$ cat src/rtl/srz_pkg.sv
// Shared types for the stacked-die response serializer.
// Assumes: a single mode bit selects between the two path configurations.
package srz_pkg;

    typedef enum logic {
        MODE_CHAIN = 1'b0,
        MODE_TDM   = 1'b1
    } srz_mode_e;

endpackage

$ cat src/rtl/srz_die_stage.sv
// One die's serializer slice: a single flip-flop plus the downward output mux.
// Time-division mode: capture the die response on the strobe, otherwise take
// the bit from the die above. Conventional mode: hold the flop and pass the
// bypass path from above straight down.
// Assumes: the top die ties from_above to 0 and down_in to its own response.
module srz_die_stage
    import srz_pkg::*;
(
    input  logic clk,
    input  logic rst_n,
    input  logic tdm_en,
    input  logic cap_strobe,
    input  logic resp_bit,
    input  logic from_above,
    input  logic down_in,
    output logic stage_q,
    output logic down_out
);

    srz_mode_e mode;
    logic      stage_d;

    // Decode the mode bit into the shared enum.
    assign mode = srz_mode_e'(tdm_en);

    // Next-state choice: capture, shift or hold.
    always_comb begin
        stage_d = stage_q;
        if (mode == MODE_TDM) begin
            if (cap_strobe) begin
                stage_d = resp_bit;
            end else begin
                stage_d = from_above;
            end
        end
    end

    // The serializer flop itself, synchronous active-low clear.
    always_ff @(posedge clk) begin
        if (!rst_n) begin
            stage_q <= 1'b0;
        end else begin
            stage_q <= stage_d;
        end
    end

    // Downward output: serialized bit or conventional bypass.
    always_comb begin
        down_out = (mode == MODE_TDM) ? stage_q : down_in;
    end

endmodule

$ cat src/rtl/srz_up_route.sv
// One die's upward test-input mux.
// Time-division mode: the die receives the stack test input unchanged.
// Conventional mode: it receives the response of the die below (or the stack
// input for the bottom die, which the parent passes in as below_bit).
// Assumes: purely combinational, no state.
module srz_up_route
    import srz_pkg::*;
(
    input  logic tdm_en,
    input  logic stack_tdi,
    input  logic below_bit,
    output logic tdi_out
);

    srz_mode_e mode;

    // Decode the mode bit into the shared enum.
    assign mode = srz_mode_e'(tdm_en);

    // Select forwarded stack input or daisy-chained lower response.
    always_comb begin
        tdi_out = (mode == MODE_TDM) ? stack_tdi : below_bit;
    end

endmodule

$ cat src/rtl/stack_resp_serializer.sv
// Top of the stacked-die response serializer: one slice per die, stitched
// into a chain that shifts toward the bottom die's output.
// Assumes: NUM_DIES >= 2, bit 0 of every per-die vector is the bottom die.
module stack_resp_serializer #(
    parameter int NUM_DIES = 4
) (
    input  logic                clk,
    input  logic                rst_n,
    input  logic                tdm_en,
    input  logic                cap_strobe,
    input  logic                stack_tdi,
    input  logic [NUM_DIES-1:0] die_resp,
    output logic [NUM_DIES-1:0] die_tdi,
    output logic                stack_tdo
);

    localparam int TOP = NUM_DIES - 1;

    logic [NUM_DIES-1:0] stage_q;
    logic [NUM_DIES-1:0] down_path;
    logic [NUM_DIES-1:0] above_bit;
    logic [NUM_DIES-1:0] bypass_in;
    logic [NUM_DIES-1:0] below_bit;

    for (genvar k = 0; k < NUM_DIES; k++) begin : g_die
        if (k == TOP) begin : g_top
            // Top die: zero fill while shifting, own response feeds the bypass.
            assign above_bit[k] = 1'b0;
            assign bypass_in[k] = die_resp[k];
        end else begin : g_mid
            // Lower dies: take the bit and the bypass from the die above.
            assign above_bit[k] = stage_q[k+1];
            assign bypass_in[k] = down_path[k+1];
        end

        if (k == 0) begin : g_bot
            // Bottom die: conventional test input is the stack input.
            assign below_bit[k] = stack_tdi;
        end else begin : g_up
            // Upper dies: conventional test input is the lower die's response.
            assign below_bit[k] = die_resp[k-1];
        end

        srz_die_stage u_stage (
            .clk        (clk),
            .rst_n      (rst_n),
            .tdm_en     (tdm_en),
            .cap_strobe (cap_strobe),
            .resp_bit   (die_resp[k]),
            .from_above (above_bit[k]),
            .down_in    (bypass_in[k]),
            .stage_q    (stage_q[k]),
            .down_out   (down_path[k])
        );

        srz_up_route u_route (
            .tdm_en    (tdm_en),
            .stack_tdi (stack_tdi),
            .below_bit (below_bit[k]),
            .tdi_out   (die_tdi[k])
        );
    end

    // The bottom die's downward path is the stack output.
    assign stack_tdo = down_path[0];

endmodule

$ cat config.mk
export PLATFORM = sky130hd
export DESIGN_NAME = stack_resp_serializer
export DESIGN_NICKNAME = d
export VERILOG_FILES = /design/src/rtl/srz_pkg.sv /design/src/rtl/srz_die_stage.sv /design/src/rtl/srz_up_route.sv /design/src/rtl/stack_resp_serializer.sv
export SDC_FILE = /design/constraint.sdc
export NUM_CORES = 1
export LEC_CHECK = 0
export BUFFER_PORTS_ARGS = -buffer_cell sky130_fd_sc_hd__buf_2
export CORE_AREA = 3 3 40 42
export DETAILED_ROUTE_END_ITERATION = 10
export DIE_AREA = 0 0 43 45
export PLACE_DENSITY_LB_ADDON = 0.1
export SYNTH_ARGS = -nofsm -noshare
export SYNTH_HDL_FRONTEND = slang
export SYNTH_HIERARCHICAL = 1
export SYNTH_SLANG_ARGS = --single-unit
$ cat constraint.sdc
create_clock -name clk -period 3.3 [get_ports clk]
set_input_delay 0.495 -clock clk [delete_from_list [all_inputs] [get_ports clk]]
set_output_delay 0.495 -clock clk [all_outputs]
set_load 0.02 [all_outputs]
**After elaboration in Yosys (flattened, before gate mapping)**

Cells that the tools add are included.

- Output and inout bits: 5
- Input bits: 9
- Word-level logic and storage cells: 12
- Register bits: 4

- Multiplexer cells: 8

Operators with widths:

| operator | count |
|---|---|
| 1-bit two-way mux | 8 |

**Logic depth before layout (Yosys ltp)**

Gate-level depths: netlist (run 1).

- Depth after elaboration: 1
- Depth in mapped cells: 4
- Gate-level depth less buffers: 4

**Modules after synthesis**

Netlist (run 1), hierarchy kept.

By module, submodules not included:

| module | cells an instance | area each (um2) | seq. area each (um2) | instances |
|---|---|---|---|---|
| srz_die_stage | 5 | 55.1 | 20.0 | 4 |
| srz_up_route | 1 | 15.0 | 0.0 | 4 |
| stack_resp_serializer | 1 | 3.8 | 0.0 | 1 |

**Least setup slack after synthesis (run 1)**

Ideal clock, no wire load.

- Kind: input port to output port
- From: input tdm_en
- To: output stack_tdo
- Arrival: 1.586 ns
- Path buffers: 0
- Data required time: 2.805 ns
- Path slack: 1.219 ns
- Cell stages on the path: 4
- Path through: mux2_4 mux2_4 mux2_4 mux2_4

- Longest elaborated chain between the ends: 1

RTL lines:

| element | line | source |
|---|---|---|
| start: declaration | stack_resp_serializer.sv:9 | `input logic tdm_en,` |
| 1-bit two-way mux | srz_die_stage.sv:49 | `down_out = (mode == MODE_TDM) ? stage_q : down_in;` |
| end: declaration | stack_resp_serializer.sv:14 | `output logic stack_tdo` |

No other way between the ends.

**Worst setup path in the final report (run 1)**

Ends and elaborated chain as after synthesis.

==> results of run 1 <==
==> routing by layer <==
layer,up-vias,track usage
met5,-,0
met4,0,0.0723
met3,0,0.0239
met2,12,0.0988
met1,98,0.0797
li1,128,-
==> area by class of cell <==
cell class / count / area, um2 / share of cell area
clock buffer: 3 / 22.5 / 0.0566
timing repair buffer: 14 / 72.6 / 0.182
sequential: 4 / 80.1 / 0.201
multi-input combinational: 21 / 204 / 0.513
tap: 15 / 18.8 / 0.0472
==> layout by cell type (no fill, tap or decap), drive strengths merged <==
master	synthesis	layout
buf	0	14
mux2	8	8
mux2i	4	4
o21ai	4	4
a21oi	4	4
dfxtp	4	4
clkbuf	0	3
conb	1	1
==> cells by family (layout without fill, tap and decap cells) <==
| kind of cell | after synthesis | count (layout) | share of synthesized area |
|---|---|---|---|
| AO/OA/AOI/OAI | 8 | 8 | 0.141 |
| buffers and inverters | 0 | 17 | 0 |
| flip-flops | 4 | 4 | 0.282 |
| multiplexers | 12 | 12 | 0.564 |
| other | 1 | 1 | 0.0132 |
==> power by group <==
group,internal (mW),switching [mW]
logic,0.0242,0.0209
clock network,0.0407,0.0199
registers,0.0522,0.00212
total,0.117,0.0429
==> worst max path at each step <==
stage	to	slack, ns	cells past startpoint
final	stack_tdo	0.97	6
after global routing	stack_tdo	0.94	6
after CTS	stack_tdo	0.96	6
after detailed placement	stack_tdo	0.96	6
after global placement	stack_tdo	0.96	6
after floorplan	stack_tdo	1.22	4
==> critical path: stages <==
cell and delay (ns):
buf_2 0.11, mux2_4 0.29, mux2_4 0.27, mux2_4 0.26, mux2_4 0.26, buf_2 0.16
==> metrics by stage <==
step | hold WS [ns] | utilization | cell area [um2]
after global placement | 0.527 | 0.292 | 375
after detailed placement | 0.537 | 0.292 | 375
after global routing | 0.555 | 0.310 | 398
after floorplan | 0.501 | - | 284
after CTS | 0.525 | 0.310 | 398
final | 0.536 | 0.310 | 398
==> out/results.tsv, run 1 <==
stage	metric	value	unit
status	status	finished clean	
placement	place_inst	54	
logic_synthesis	synth_flop_cell	dfxtp_1	
logic_synthesis	synth.most_common_cell	mux2_4	
clocking	clockBufferDepth	2	
placement	pre_cts_slack	0.959	ns
routing	routed.top_layer	met3	
logic_synthesis	synth_area_leaders	mux2_4, dfxtp_1, mux2i_1	
clocking	clk_latency	0.23	ns
layout	largest_reg_flops	4	
clocking	post_cts_resized	0	
layout	syn_to_final_growth	40.1	%
layout	finalNetCount	53	
logic_synthesis	netlist_top_cells_count	mux2_4, a21oi_1, dfxtp_1, mux2i_1, o21ai_0	
clocking	cts_hold_repair.buffers	0	
pwr	power	160	uW
logic_synthesis	synth_edf_count	0	
logic_synthesis	yosys.area.top_type_share	0.423	
clocking	cts_sinks	4	
floorplan	start_util	0.221	
critical_path	arrival	1.84	ns
placement	gp_congestion	0.743	
routing	wl_per_cell	11.5	um
timing	finClkSkew	0.00415	ns
clocking	path_clk_slew	0.03	ns
logic_synthesis	synth_area_leader_cell	mux2_4	
global_routing	first_global_vias	225	
logic_synthesis	netlist_area	284	um2
floorplan	die_y	45	um
clocking	htree_num_levels	1	
layout	instances_no_fill	57	
critical_path	cp-start-kind	input pin	
layout	regMostFlops	g_die.u_stage/stage_q	
routing	drt-total-wl	654	um
timing	setup_tns	0	ns
critical_path	cp-startpoint	tdm_en	
global_routing	grt_use_total	0.0700	
timing	finalSetupViolations	0	
pwr	p_leak	0.207	nW
critical_path	critPathKind	input pin to primary output	
floorplan	dieWidth	43	um
logic_synthesis	netlist_instances	25	
timing	rsz0062_at_grt	no	
routing	drc	0	
routing	drt-met1-wl	315	um
clocking	clockRootBuffer	clkbuf_4	
logic_synthesis	avgSynthCellArea	11.4	um2
logic_synthesis	ys.warnings.count	6	
layout	drive_gt1_frac	0.595	
global_routing	antenna_found_initial	0	
critical_path	rrSetupSlack	2.65	ns
timing	finalHoldViolations	0	
timing	fmax	429	MHz
routing	met2RoutedLength	279	um
routing	drtIter0Drc	5	
floorplan	io_pins	14	
critical_path	critPathMaxFanout	2	
placement	port_buffers	13	
routing	vias_per_cell	4.18	
global_routing	grt_overflow	0	
clocking	cts_made_buffers	3	
critical_path	reg2reg_from	g_die[3].u_stage/stage_q$_SDFFE_PN0P_	
timing	maxSlewViolCount	0	
logic_synthesis	yosysUniqueCellTypes	6	
timing	finalCritPeriodShare	0.707	
min_path	hp-class	register to register	
clocking	cts_setup_buffers	0	
floorplan	core	1280	um2
layout	fillerInstances	130	
global_routing	grt_start_max_net_pins	16	
timing	period_minus_slack	2.33	ns
logic_synthesis	yosysSeqAreaShare	0.282	
layout	reg.largest.list	g_die.u_stage/stage_q: 4 flops	
critical_path	endpoint_kind	primary output	
logic_synthesis	syn-num-nets	34	
layout	diodes	0	
routing	via_count	238	
logic_synthesis	async_reset_ff_frac	0	
floorplan	row_count	13	
min_path	hold_start	g_die[0].u_stage/stage_q$_SDFFE_PN0P_	
clocking	cts_tree	done	
critical_path	critical_path_required	2.80	ns
min_path	min_to	g_die[0].u_stage/stage_q$_SDFFE_PN0P_	
logic_synthesis	ys_ff_latch	4	
run	drv_cap	0	
timing	fin_ws	0.968	ns
global_routing	grt_pass1_wl	952	um
critical_path	rr_worst_depth	2	
floorplan	dieArea	1940	um2
routing	firstDrtPassIters	2	
routing	ant_nets	0	
min_path	worstHoldPathCells	2	
critical_path	rr_endpoint	g_die[3].u_stage/stage_q$_SDFFE_PN0P_	
pwr	p_per_area	402	nW/um2
pwr	irDropWorstVdd	108	uV
routing	dr_wl_met3	59	um
Note: power is estimated with default switching activity, not from simulation.
==> run 2: changes to the inputs <==
Clock period 3.3 ns to 2.1 ns, I/O delays scaled along.
==> run 2 against run 1 <==
Against the previous run:
- cell count stayed put
- sequential share of layout area stayed put
- global-route usage is 0.089 points lower
- utilization stayed put
- clock-buffer cell count stayed put
- hold slack worse by 0.17 ns
- die area stayed put
- worst setup slack worse by 0.91 ns
- wire length is 9.0% lower
- clock skew is 0.0028 ns lower
- combinational power is 56% higher
- largest power group unchanged
==> out/results.tsv, run 2 (synthesis gave the netlist of run 1 again) <==
stage	metric	value	unit
status	status	finished clean	
run	drv_cap	0	
clocking	clockRootBuffer	clkbuf_4	
global_routing	grt_use_total	0.0691	
critical_path	path_cells	mux2_4 -> mux2_4 -> mux2_4 -> mux2_4 -> buf_2	
timing	finalSetupViolations	0	
timing	fmax	490	MHz
global_routing	grt_start_max_net_pins	16	
layout	finalNetCount	53	
layout	reg.largest.list	g_die.u_stage/stage_q: 4 flops	
timing	finalCritPeriodShare	0.973	
routing	met2RoutedLength	252	um
pwr	p_per_area	616	nW/um2
global_routing	grt_pass1_wl	972	um
routing	drc	0	
layout	mostFrequentLayoutCell	buf_2	
floorplan	dieArea	1940	um2
critical_path	crit_top_cell	mux2_4	
critical_path	endpoint_kind	primary output	
pwr	p_leak	0.207	nW
critical_path	cp-endpoint	stack_tdo	
routing	drt-total-wl	595	um
routing	firstDrtPassIters	4	
clocking	htree_num_levels	1	
layout	regMostFlops	g_die.u_stage/stage_q	
timing	period_minus_slack	2.04	ns
clocking	cts_tree	done	
critical_path	critPathMaxFanout	3	
routing	vias_per_cell	4.32	
critical_path	critPathKind	register to primary output	
placement	port_buffers	13	
timing	rsz0062_at_grt	no	
critical_path	arrival	1.73	ns
critical_path	cpMaxStageDelayCell	dfxtp_1	
placement	gp_congestion	0.746	
clocking	clockBufferDepth	2	
routing	routed.top_layer	met3	
pwr	irDropWorstVdd	262	uV
global_routing	first_global_vias	237	
timing	setup_tns	0	ns
layout	largest_reg_flops	4	
floorplan	dieWidth	43	um
timing	fin_ws	0.0573	ns
timing	whs	0.368	ns
global_routing	grt_overflow	0	
placement	dpl_cell_area	375	um2
critical_path	slowest_delay	0.31	ns
timing	finalHoldViolations	0	
routing	via_count	246	
placement	pre_cts_slack	0.109	ns
clocking	cts_made_buffers	3	
routing	drt-met1-wl	270	um
critical_path	cp-startpoint	g_die[3].u_stage/stage_q$_SDFFE_PN0P_	
critical_path	rr_worst_depth	2	
routing	dr_wl_met3	71	um
floorplan	core	1280	um2
layout	final_cell_mix	buf_2, mux2_4	
timing	maxSlewViolCount	0	
timing	finClkSkew	0.00130	ns
clocking	cts_setup_buffers	0	
clocking	path_clk_slew	0.03	ns
critical_path	rr_endpoint	g_die[2].u_stage/stage_q$_SDFFE_PN0P_	
floorplan	row_count	13	
critical_path	reg2reg_from	g_die[2].u_stage/stage_q$_SDFFE_PN0P_	
global_routing	antenna_found_initial	0	
routing	wl_per_cell	10.4	um
layout	drive_gt1_frac	0.595	
routing	drtIter0Drc	3	
clocking	cts_hold_repair.buffers	0	
min_path	hp-class	input pin to register	
clocking	clk_latency	0.23	ns
clocking	cts_sinks	4	
critical_path	critical_path_required	1.78	ns
layout	syn_to_final_growth	40.1	%
critical_path	cp-start-kind	register	
floorplan	die_y	45	um
floorplan	io_pins	14	
layout	diodes	0	
layout	fin_area	398	um2
clocking	post_cts_resized	0	
routing	ant_nets	0	
floorplan	start_util	0.221	
critical_path	rrSetupSlack	1.45	ns
[run 2: stage by stage]
step           power (mW)  utilization  instances
3_3_place_gp        0.157        0.292         54
5_1_grt             0.265        0.310         57
3_5_place_dp        0.158        0.292         54
4_1_cts             0.253        0.310         57
6_report            0.245        0.310         57
2_1_floorplan       0.130            -         25
[run 2: worst max-delay path, delay by kind of cell (launching register included)]
family   cells  cell delay, ns
flops        1            0.31
buf+inv      1            0.16
mux          4            1.04
[run 2: how the worst min path moves through the flow]
stage	endpoint	cells after the start	start
floorplan	g_die[0].u_stage/stage_q$_SDFFE_PN0P_	1	tdm_en
global placement	g_die[0].u_stage/stage_q$_SDFFE_PN0P_	2	g_die[0].u_stage/stage_q$_SDFFE_PN0P_
detailed placement	g_die[0].u_stage/stage_q$_SDFFE_PN0P_	2	g_die[0].u_stage/stage_q$_SDFFE_PN0P_
CTS	g_die[1].u_stage/stage_q$_SDFFE_PN0P_	3	rst_n
global route	g_die[0].u_stage/stage_q$_SDFFE_PN0P_	3	rst_n
finish	g_die[1].u_stage/stage_q$_SDFFE_PN0P_	3	rst_n
[run 2: layout make-up]
cell class	instances	area (um2)
multi-input cells	21	204
clock buffers	3	22.5
repair buffers	14	72.6
well taps	15	18.8
fillers	132	887
flip-flops and latches	4	80.1
[run 2: per-layer routing]
layer | GRT usage | vias up
li1 | - | 129
met1 | 0.0795 | 105
met2 | 0.0958 | 12
met3 | 0.0359 | 0
met4 | 0.0542 | 0
met5 | 0 | -
[run 2: where the power goes]
part / leakage (nW) / internal [mW] / switching [mW]
registers: 0.0332 / 0.0822 / 0.00332
logic: 0.160 / 0.0381 / 0.0322
clock network: 0.0138 / 0.0635 / 0.0256
==> run 3: changes to the inputs <==
Settings changed: CELL_PAD_IN_SITES_DETAIL_PLACEMENT set to 1, CELL_PAD_IN_SITES_GLOBAL_PLACEMENT set to 1.
==> run 3 against run 2 <==
Against the previous run:
- power is 3.2% higher
- sequential power about the same
- worst setup slack improved by 0.0072 ns
- first-iteration DRC count fell by 33%
- register-to-register slack worse by 0.04 ns
- clock skew rose by 0.0014 ns
- critical endpoint unchanged
- highest routed layer unchanged
- clock power grew 4.3%
- critical path depth stayed put
- die area did not move
- design area rose by 1.9%
==> out/results.tsv, run 3 (synthesis gave the netlist of run 1 again) <==
stage	metric	value	unit
status	status	finished clean	
clocking	cts_setup_buffers	0	
timing	finalCritPeriodShare	0.969	
layout	final_cell_mix	buf_2, mux2_4, mux2i_1, o21ai_0, a21oi_1	
pwr	p_per_area	623	nW/um2
timing	maxSlewViolCount	0	
global_routing	globalRouteMet3Util	0.0398	
global_routing	grt_use_total	0.0899	
critical_path	crit_top_cell	mux2_4	
pwr	p_leak	0.208	nW
run	drv_cap	0	
timing	finalHoldViolations	0	
routing	drtIter0Drc	2	
global_routing	grt_pass1_wl	1.24	mm
placement	place_hpwl	582	um
floorplan	core	1280	um2
floorplan	io_pins	14	
floorplan	die_y	45	um
clocking	cts_tree	done	
critical_path	rr_worst_depth	2	
routing	via_count	259	
routing	wl_per_cell	12.3	um
clocking	cts_sinks	4	
layout	syn_to_final_growth	42.7	%
layout	fillerInstances	154	
placement	port_buffers	13	
floorplan	dieArea	1940	um2
floorplan	row_count	13	
global_routing	use_met2	0.153	
min_path	hold_start	rst_n	
critical_path	cpMaxStageDelayCell	dfxtp_2	
global_routing	grt_overflow	0	
min_path	worstHoldPathCells	3	
critical_path	rr_endpoint	g_die[2].u_stage/stage_q$_SDFFE_PN0P_	
layout	reg.largest.list	g_die.u_stage/stage_q: 4 flops	
critical_path	cp-start-kind	register	
placement	gp_congestion	0.697	
global_routing	first_global_vias	291	
timing	rsz0062_at_grt	no	
routing	firstDrtPassIters	2	
global_routing	use_met1	0.0913	
critical_path	rrSetupSlack	1.41	ns
timing	period_minus_slack	2.04	ns
timing	whs	0.371	ns
critical_path	critPathKind	register to primary output	
floorplan	dieWidth	43	um
routing	drt-total-wl	700	um
layout	regMostFlops	g_die.u_stage/stage_q	
routing	vias_per_cell	4.54	
clocking	clockBufferDepth	2	
critical_path	slowest_delay	0.32	ns
global_routing	antenna_found_initial	0	
layout	post-route-util	0.315	
min_path	min_to	g_die[1].u_stage/stage_q$_SDFFE_PN0P_	
clocking	cts_made_buffers	3	
routing	drc	0	
critical_path	critical_path_required	1.78	ns
critical_path	path_cells	mux2_4 -> mux2_4 -> mux2_4 -> mux2_4 -> buf_6	
timing	setup_tns	0	ns
layout	largest_reg_flops	4	
critical_path	endpoint_kind	primary output	
clocking	clk_latency	0.23	ns
clocking	cts_hold_repair.buffers	0	
min_path	hp-class	input pin to register	
global_routing	busiest_layer	met2	
layout	instances_no_fill	57	
routing	ant_nets	0	
floorplan	start_util	0.221	
timing	finClkSkew	0.00273	ns
clocking	path_clk_slew	0.04	ns
pwr	irDropWorstVdd	321	uV
global_routing	grt_start_max_net_pins	15	
layout	diodes	0	
layout	drive_gt1_frac	0.619	
layout	finalNetCount	53	
placement	place_inst	54	
clocking	htree_num_levels	1	
timing	finalSetupViolations	0	
critical_path	critPathMaxFanout	3	
critical_path	arrival	1.72	ns
clocking	clockRootBuffer	clkbuf_4	
layout	mostFrequentLayoutCell	buf_2	
critical_path	reg2reg_from	g_die[2].u_stage/stage_q$_SDFFE_PN0P_	
timing	fmax	491	MHz
-- run 3: cell counts in the layout (fill, tap and decap cells not counted) --
No cell type changed its count.
-- run 3: area by class of cell --
| class | instances | area [um2] | area share |
|---|---|---|---|
| repair buffers | 14 | 78.8 | 0.194 |
| clock buffers | 3 | 22.5 | 0.0556 |
| multi-input cells | 21 | 204 | 0.503 |
| well taps | 15 | 18.8 | 0.0463 |
| flip-flops and latches | 4 | 81.3 | 0.201 |
-- run 3: worst max-delay path by stage --
stage                                          startpoint         to  slack, ns
global placement                                   tdm_en  stack_tdo       0.10
finish              g_die[3].u_stage/stage_q$_SDFFE_PN0P_  stack_tdo       0.06
floorplan                                          tdm_en  stack_tdo       0.38
detailed placement                                 tdm_en  stack_tdo       0.11
global route        g_die[3].u_stage/stage_q$_SDFFE_PN0P_  stack_tdo       0.02
CTS                 g_die[3].u_stage/stage_q$_SDFFE_PN0P_  stack_tdo       0.03
-- run 3: critical path, delay by kind of cell (launching register included) --
kind                   cells  cell delay, ns
buffers and inverters      1            0.13
DFF                        1            0.32
muxes                      4            1.04
-- run 3: routing by layer --
layer | share of wire | vias to the layer above
li1 | - | 129
met3 | 0.096 | 0
met1 | 0.42 | 118
met5 | 0 | -
met2 | 0.49 | 12
met4 | 0 | 0
-- run 3: metrics by stage --
step | instance area [um2] | total power, mW | setup WS [ns]
3_5_place_dp | 375 | 0.159 | 0.107
4_1_cts | 398 | 0.256 | 0.0290
6_report | 405 | 0.253 | 0.0645
3_3_place_gp | 375 | 0.157 | 0.104
2_1_floorplan | 284 | 0.130 | 0.379
5_1_grt | 405 | 0.272 | 0.0185
-- run 3: power by group --
part / switching (mW) / internal, mW
registers: 0.00339 / 0.0824
logic: 0.0336 / 0.0404
clock network: 0.0292 / 0.0638
total: 0.0661 / 0.187
-- run 3: what timing repair did --
item                                   4_1_cts  5_1_grt
resized for setup                            0        3
setup endpoints to repair                    0        1
endpoints found under the hold margin        0        0
